## src/rtl/creep_gate_pkg.sv

```systemverilog
package creep_gate_pkg;

  localparam int unsigned LEVELS = 3;

  // Strobes and decoded settings passed from control to datapath
  typedef struct packed {
    logic              detectEn;
    logic [LEVELS-1:0] levelHot;
    logic              useRms;
    logic              sampleStrobe;
  } gate_ctrl_t;

  // Threshold = floor(3 * fullScale / divisor)
  function automatic logic [63:0] thresholdFor(input logic [63:0] fullScale,
                                               input logic [63:0] divisor);
    return (fullScale * 64'd3) / divisor;
  endfunction

endpackage

```

## src/rtl/creep_gate_ctrl.sv

```systemverilog
module creep_gate_ctrl
  import creep_gate_pkg::*;
(
  input  logic       clk,
  input  logic       rstN,
  input  logic [1:0] modeSel,
  input  logic       srcSel,
  input  logic       sampleValid,
  input  logic       belowThr,
  input  logic       irqEnable,
  input  logic       statusClear,
  output gate_ctrl_t ctrl,
  output logic       noLoadStatus,
  output logic       irq
);

  logic statusQ;
  logic setReq;

  // Mode decode: 00 disables, others pick one level as one-hot
  always_comb begin
    ctrl.detectEn     = (modeSel != 2'b00);
    ctrl.levelHot     = '0;
    ctrl.useRms       = srcSel;
    ctrl.sampleStrobe = sampleValid;
    case (modeSel)
      2'b01:   ctrl.levelHot = 3'b001;
      2'b10:   ctrl.levelHot = 3'b010;
      2'b11:   ctrl.levelHot = 3'b100;
      default: ctrl.levelHot = 3'b000;
    endcase
  end

  assign setReq = sampleValid && belowThr;

  // Sticky flag; a fresh set wins over a clear in the same cycle
  always_ff @(posedge clk or negedge rstN) begin
    if (!rstN)            statusQ <= 1'b0;
    else if (setReq)      statusQ <= 1'b1;
    else if (statusClear) statusQ <= 1'b0;
  end

  assign noLoadStatus = statusQ;
  assign irq          = statusQ && irqEnable;

endmodule

```

## src/rtl/creep_gate_datapath.sv

```systemverilog
module creep_gate_datapath
  import creep_gate_pkg::*;
#(
  parameter int unsigned SAMPLE_W   = 24,
  parameter logic [63:0] FULL_SCALE = 64'd8388607
) (
  input  logic                clk,
  input  logic                rstN,
  input  gate_ctrl_t          ctrl,
  input  logic [SAMPLE_W-1:0] powerSample,
  input  logic [SAMPLE_W-1:0] rmsSample,
  output logic                belowThr,
  output logic                gatedValid,
  output logic [SAMPLE_W-1:0] gatedSample,
  output logic                gateActive
);

  logic [SAMPLE_W-1:0] powerMag;
  logic [SAMPLE_W-1:0] selRaw;
  logic [SAMPLE_W-1:0] selMag;
  logic [LEVELS-1:0]   belowVec;

  // Two's-complement magnitude; the most negative value maps to 2^(W-1)
  assign powerMag = powerSample[SAMPLE_W-1] ? (~powerSample + 1'b1) : powerSample;
  assign selRaw   = ctrl.useRms ? rmsSample : powerSample;
  assign selMag   = ctrl.useRms ? rmsSample : powerMag;

  // One comparator per level; each level halves the one before it
  for (genvar lvl = 0; lvl < LEVELS; lvl++) begin : g_level
    localparam logic [63:0] THR = thresholdFor(FULL_SCALE, 64'd10000 << lvl);
    assign belowVec[lvl] = ({{(64-SAMPLE_W){1'b0}}, selMag} < THR);
  end

  assign belowThr = ctrl.detectEn && |(belowVec & ctrl.levelHot);

  always_ff @(posedge clk or negedge rstN) begin
    if (!rstN) begin
      gatedValid  <= 1'b0;
      gatedSample <= '0;
      gateActive  <= 1'b0;
    end else begin
      gatedValid <= ctrl.sampleStrobe;
      if (ctrl.sampleStrobe) begin
        gatedSample <= belowThr ? '0 : selRaw;
        gateActive  <= belowThr;
      end
    end
  end

endmodule

```

## src/rtl/creep_gate.sv

```systemverilog
module creep_gate #(
  parameter int unsigned SAMPLE_W   = 24,
  parameter logic [63:0] FULL_SCALE = 64'd8388607
) (
  input  logic                clk,
  input  logic                rstN,
  input  logic [1:0]          modeSel,
  input  logic                srcSel,
  input  logic                sampleValid,
  input  logic [SAMPLE_W-1:0] powerSample,
  input  logic [SAMPLE_W-1:0] rmsSample,
  input  logic                irqEnable,
  input  logic                statusClear,
  output logic                gatedValid,
  output logic [SAMPLE_W-1:0] gatedSample,
  output logic                gateActive,
  output logic                noLoadStatus,
  output logic                irq
);

  creep_gate_pkg::gate_ctrl_t ctrl;
  logic belowThr;

  creep_gate_ctrl u_ctrl (
    .clk          (clk),
    .rstN         (rstN),
    .modeSel      (modeSel),
    .srcSel       (srcSel),
    .sampleValid  (sampleValid),
    .belowThr     (belowThr),
    .irqEnable    (irqEnable),
    .statusClear  (statusClear),
    .ctrl         (ctrl),
    .noLoadStatus (noLoadStatus),
    .irq          (irq)
  );

  creep_gate_datapath #(
    .SAMPLE_W   (SAMPLE_W),
    .FULL_SCALE (FULL_SCALE)
  ) u_dp (
    .clk         (clk),
    .rstN        (rstN),
    .ctrl        (ctrl),
    .powerSample (powerSample),
    .rmsSample   (rmsSample),
    .belowThr    (belowThr),
    .gatedValid  (gatedValid),
    .gatedSample (gatedSample),
    .gateActive  (gateActive)
  );

endmodule

```

## config.mk

```make
export PLATFORM = sky130hd
export DESIGN_NAME = creep_gate
export DESIGN_NICKNAME = d
export VERILOG_FILES = /design/src/rtl/creep_gate_pkg.sv /design/src/rtl/creep_gate_ctrl.sv /design/src/rtl/creep_gate_datapath.sv /design/src/rtl/creep_gate.sv
export SDC_FILE = /design/constraint.sdc
export NUM_CORES = 1
export LEC_CHECK = 0
export ABC_CLOCK_PERIOD_IN_PS = 900
export BUFFER_PORTS_ARGS = -buffer_cell sky130_fd_sc_hd__buf_4
export CAP_MARGIN = 20
export CELL_PAD_IN_SITES_DETAIL_PLACEMENT = 1
export CELL_PAD_IN_SITES_GLOBAL_PLACEMENT = 1
export CORE_MARGIN = 2
export CORE_UTILIZATION = 38
export CTS_BUF_LIST = sky130_fd_sc_hd__clkbuf_4 sky130_fd_sc_hd__clkbuf_8
export DETAILED_ROUTE_END_ITERATION = 12
export GPL_TIMING_DRIVEN = 0
export PLACE_DENSITY_LB_ADDON = 0.1
export REMOVE_ABC_BUFFERS = 1
export SYNTH_ARGS = -nofsm -noshare
export SYNTH_HDL_FRONTEND = slang
export SYNTH_SLANG_ARGS = --single-unit
```

## constraint.sdc

```tcl
create_clock -name clk -period 0.9 [get_ports clk]
set_input_delay 0.09 -clock clk [delete_from_list [all_inputs] [get_ports clk]]
set_output_delay 0.09 -clock clk [all_outputs]
set_load 0.03 [all_outputs]
```

# Yosys cells after proc, flatten, opt, wreduce, memory -nomap -nowiden
# Cells that the tools add are included.
# word_totals
regBits	27
out_inout_bits	28
elab_cells	26
# classes
addsub	1
order_cmp	3
n_eq_ne	3
n_mux	7
bitwise_logic	2
n_reduce_logical	6
# ops
op	n
24-bit two-way mux	4
24-bit by 1-bit adder with 24-bit output, second input constant	1
24-bit by 10-bit < comparator with 1-bit output, second input constant	1
24-bit by 11-bit < comparator with 1-bit output, second input constant	1
24-bit by 12-bit < comparator with 1-bit output, second input constant	1
24-bit inverter	1
3-bit one-hot mux with 3 select lines	1
2-bit == test, second input constant	2
2-bit nonzero test	2
3-bit AND	1
1-bit logical AND	3
3-bit OR reduction	1
2-bit by 1-bit == test with 1-bit output, second input constant	1
1-bit two-way mux	2

# Longest topological paths before layout
# logic_depth
word_depth	10
depth_mapped	11

# Cells and area by module
# From an unflattened synthesis, not the netlist that was laid out.
# hier_totals
cells_unflattened	288
hier_area_um2	2494.9
# by_module_without_submodules
mod	instances	cells_each	area_each_um2
creep_gate_datapath	1	277	2407.3
creep_gate_ctrl	1	11	87.6

# Least setup slack after synthesis
# OpenSTA, ideal clock, no wires.
# synth_path
kind	in2reg
startpoint	input port powerSample[1]
endpoint	register u_dp.gatedSample[11]
setup_time_ns	0.139
t_arrival_ns	2.301
setup_slack_ns	-1.540
path_stages	11
path_buffers	1
cell_sequence	inv_1 > ha_1 > or3b_2 > a211oi_1 > a21oi_1 > o32ai_1 > nor4_1 > o211a_1 > nor4_4 > buf_6 > a211oi_1
# synth_between
elab_chain_cells	9
# synth_rtl
element	line_no	rtl
from (decl)	creep_gate.sv:10	input logic [SAMPLE_W-1:0] powerSample,
24-bit inverter	creep_gate_datapath.sv:24	assign powerMag = powerSample[SAMPLE_W-1] ? (~powerSample + 1'b1) : powerSample;
24-bit by 1-bit adder with 24-bit output	creep_gate_datapath.sv:24	
24-bit two-way mux *	creep_gate_datapath.sv:24	
24-bit two-way mux *	creep_gate_datapath.sv:26	assign selMag = ctrl.useRms ? rmsSample : powerMag;
24-bit by 12-bit < comparator with 1-bit output (tied with other cells)	creep_gate_datapath.sv:31	assign belowVec[lvl] = ({{(64-SAMPLE_W){1'b0}}, selMag} < THR);
3-bit AND *	creep_gate_datapath.sv:34	assign belowThr = ctrl.detectEn && |(belowVec & ctrl.levelHot);
3-bit OR reduction *	creep_gate_datapath.sv:34	
1-bit logical AND *	creep_gate_datapath.sv:34	
24-bit two-way mux *	creep_gate_datapath.sv:44	gatedSample <= belowThr ? '0 : selRaw;
to (signal assigned)	creep_gate_datapath.sv:44	
to (decl)	creep_gate_datapath.sv:14	output logic [SAMPLE_W-1:0] gatedSample,
# Mark *: on every way between the ends. The rest lies on a longest branch, timed or not.
# A chain may end at the register's enable or synchronous reset.

# Worst setup path in the final report
# layout_path
startpoint	input port powerSample[5]
endpoint	register u_dp.gatedSample[17]
# The elaborated chain is that of the path after synthesis.

==> reports/results.txt <==
final hold vios - 0
Die Wd - 83.82 µm
H-tree depth - 1
GRT Overall Usage - 24.48%
global route overflow - 0
Min Hold Slack - 95.29 ps
Hold Crit Start - statusClear
pwr dens - 1054 mW/mm²
clock share of power - 17.6%
Core Region - 0.006241 mm²
first-pass detailed-route iteration total - 4
main flop type after synthesis - dfrtp_1
IO Count - 84
Slew HR - 71.11%
MaxCap Viol Count - 0
worst vdd ir - 0.8070 mV
most common cell after layout, fill and taps aside - buf_4
Vias - 2756
die area - 0.007026 mm²
initial core utilization - 38.79%
initial antenna violation count - 0
Area Growth Syn to Fin - 58.60%
CP startpoint kind - primary input
die height - 83.82 µm
CP Max Fanout - 6
# rows - 29
# diodes - 0
first-pass GRT wire length - 14040 µm
CP max stage cell - or4_4
Final WS setup - -1362 ps
Hold Crit Class - primary input to register
Pint - 2.570 mW
Yosys reg bits - 27
leakage power - 1.636 nW
Layout Skew - 0 ps
Syn Area/Cell - 8.465 µm²
unrepaired setup endpoints after global routing - yes
routed wire length - 9002 µm
vias per std cell - 5.876
Max Clock Freq - 442.1 MHz
most frequent CP cell - buf_8
Combinational Power Share - 47.1%
critical-path cell list - buf_8, or4_4, o31ai_4, xor2_1, o21a_2, buf_4, nand4_1, o211a_1, nor4_4, buf_6, buf_8, a211oi_2
layout cell share with drive strength beyond 1 - 47.70%
Net Sw Frac - 36.52%
root buffer cell - clkbuf_8
FF-to-FF Start - u_dp.gatedSample[10]
TritonCTS buffer count - 3
cell count after synthesis - 286
DR iter-0 viols - 88
NetSw - 1.478 mW
GP Congestion - 0.8482
Least-Margin Pin Slew - 433.4 ps
Synthesis Warnings - 0
CTS Sinks - 27
CP peak stage delay - 590 ps
critical path class - primary input to register
DR WL/cell - 19.19 µm
vias in the first global route - 2720
CP required - 1040 ps
status - finished with violations
clock buffer depth - 2
register share of total power - 35.3%
worst setup path startpoint - powerSample[5]
I/O Buffers - 83
failing checks - negative setup slack
crit path buf inv count - 4
Final period util - 251.3%
Seq/Total Area, Yosys - 27.91%
later-pin clock latency in the skew report - 270 ps
Final Util - 61.53%
commonest non-fill, non-tap cells in the layout - 78 x buf_4, 34 x buf_6, 31 x nor2_1
CTS tree - built
CP Capture Type - register
post-detail-place hpwl - 6027 µm
Final nets - 450
clock input transition at the sequential cells of the worst setup and hold paths - 90 ps
Slew Limit Fails - 0
largest net degree at the start of global routing - 55
Async S/R FF share, synth - 100.0%
Crit path max-delay family - simple AND/OR/NAND/NOR gates
Remaining DRCs - 0
Syn Std Cell Area - 0.002421 mm²
Routed Antenna Nets - 0
Final min period - 2262 ps
Arr. time, crit path - 2400 ps
number of distinct library cells after synthesis - 60
setup violators final - 48
Post-synth EDFFs - 0
cells in the mapped netlist, types with 4 or more instances:
master	count	share of area, %
clkbuf_1	4	0.62
xor2_1	4	1.4
or4_1	5	1.6
nand2_1	18	2.8
o31ai_1	5	1.6
o21ai_0	14	2.9
dfrtp_1	27	28
or3_1	4	1.0
nand3_1	9	1.9
nor4_1	7	1.8
nor3_1	7	1.4
a31oi_1	4	1.0
a21oi_1	13	2.7
inv_1	6	0.93
nor2_1	36	5.6
buf_6	5	2.3
nand4_1	5	1.3
o21a_1	5	1.6
mux2i_1	17	7.0
a211oi_1	20	6.2
power groups by stage:
stage,logic (mW),registers [mW],clock network [mW]
final,1.91,1.43,0.712
after global routing,2.04,1.45,0.772
after global placement,1.41,1.42,0
after detailed placement,1.44,1.43,0
after floorplan,0.477,1.67,0
after CTS,1.74,1.42,0.709
tightest hold or removal path, stage by stage:
cell	delay (ps)
buf_4	110
inv_1	40
a21o_2	100
registers in the layout (all words and copies together), names as in the netlist:
register,count
u_dp.gatedSample,24
u_ctrl.noLoadStatus,1
u_dp.gateActive,1
u_dp.gatedValid,1
kinds of logic after synthesis:
family	after synthesis	synth area share, %
buffers and inverters	26	7.700
and+or+nand+nor	115	26.15
DFF	27	27.91
AOI/OAI and AO/OA	93	28.06
muxes	18	7.493
adders and majority gates	1	0.5167
xor gates and xnor gates	6	2.171
worst paths after layout:
path / to / slack, ps / cells after the start
setup / recovery: u_dp.gatedSample[17] / -1360 / 12
hold reg to reg: u_dp.gatedSample[7] / 600 / 2
setup reg to reg: u_dp.gatedSample[10] / -100 / 3
hold / removal: u_ctrl.noLoadStatus / 100 / 3
max in group asynchronous: u_dp.gatedSample[9] / 390 / 2
min in group asynchronous: u_dp.gatedSample[23] / 260 / 2
routing by layer:
| metal | share of wire (%) | wire, µm | vias up | GRT usage [%] |
|---|---|---|---|---|
| met1 | 45 | 4012 | 1366 | 34.11 |
| met4 | 1.6 | 144 | 0 | 4.399 |
| met5 | 0 | 0 | - | 0 |
| met2 | 51 | 4561 | 61 | 42.40 |
| li1 | - | - | 1317 | - |
| met3 | 3.2 | 284 | 12 | 1.385 |
metrics by stage:
step                      cells  total power, mW  worst slack (ps)  cell area, µm²  setup TNS (ps)
final                       469            4.049             -1362            3840          -35230
after global placement      428            2.838             -2699            2984          -69530
after detailed placement    429            2.871             -2489            2999          -61950
after CTS                   459            3.870             -1380            3618          -35410
after floorplan             268            2.143             -1824            2265          -46960
after global routing        469            4.259             -1484            3840          -39010
cell type report:
cell class	instances	area, µm²
Timing Repair Buffer	120	1106
Clock buffer	4	48.80
Fill cell	706	2401
Sequential cell	27	675.6
Inverter	8	32.53
Tap cell	77	96.34
Multi-Input combinational cell	233	1881
timing repair:
item / 4_1_cts / 5_1_grt
setup endpoints to repair: 54 / 54
pin swaps: 23 / 17
endpoints found under the hold margin: 27 / 0
setup buffers: 23 / 10
gates cloned: 2 / 0
hold buffers: 1 / 0
gates resized for setup: 84 / 28
(Power assumes the default switching activity.)
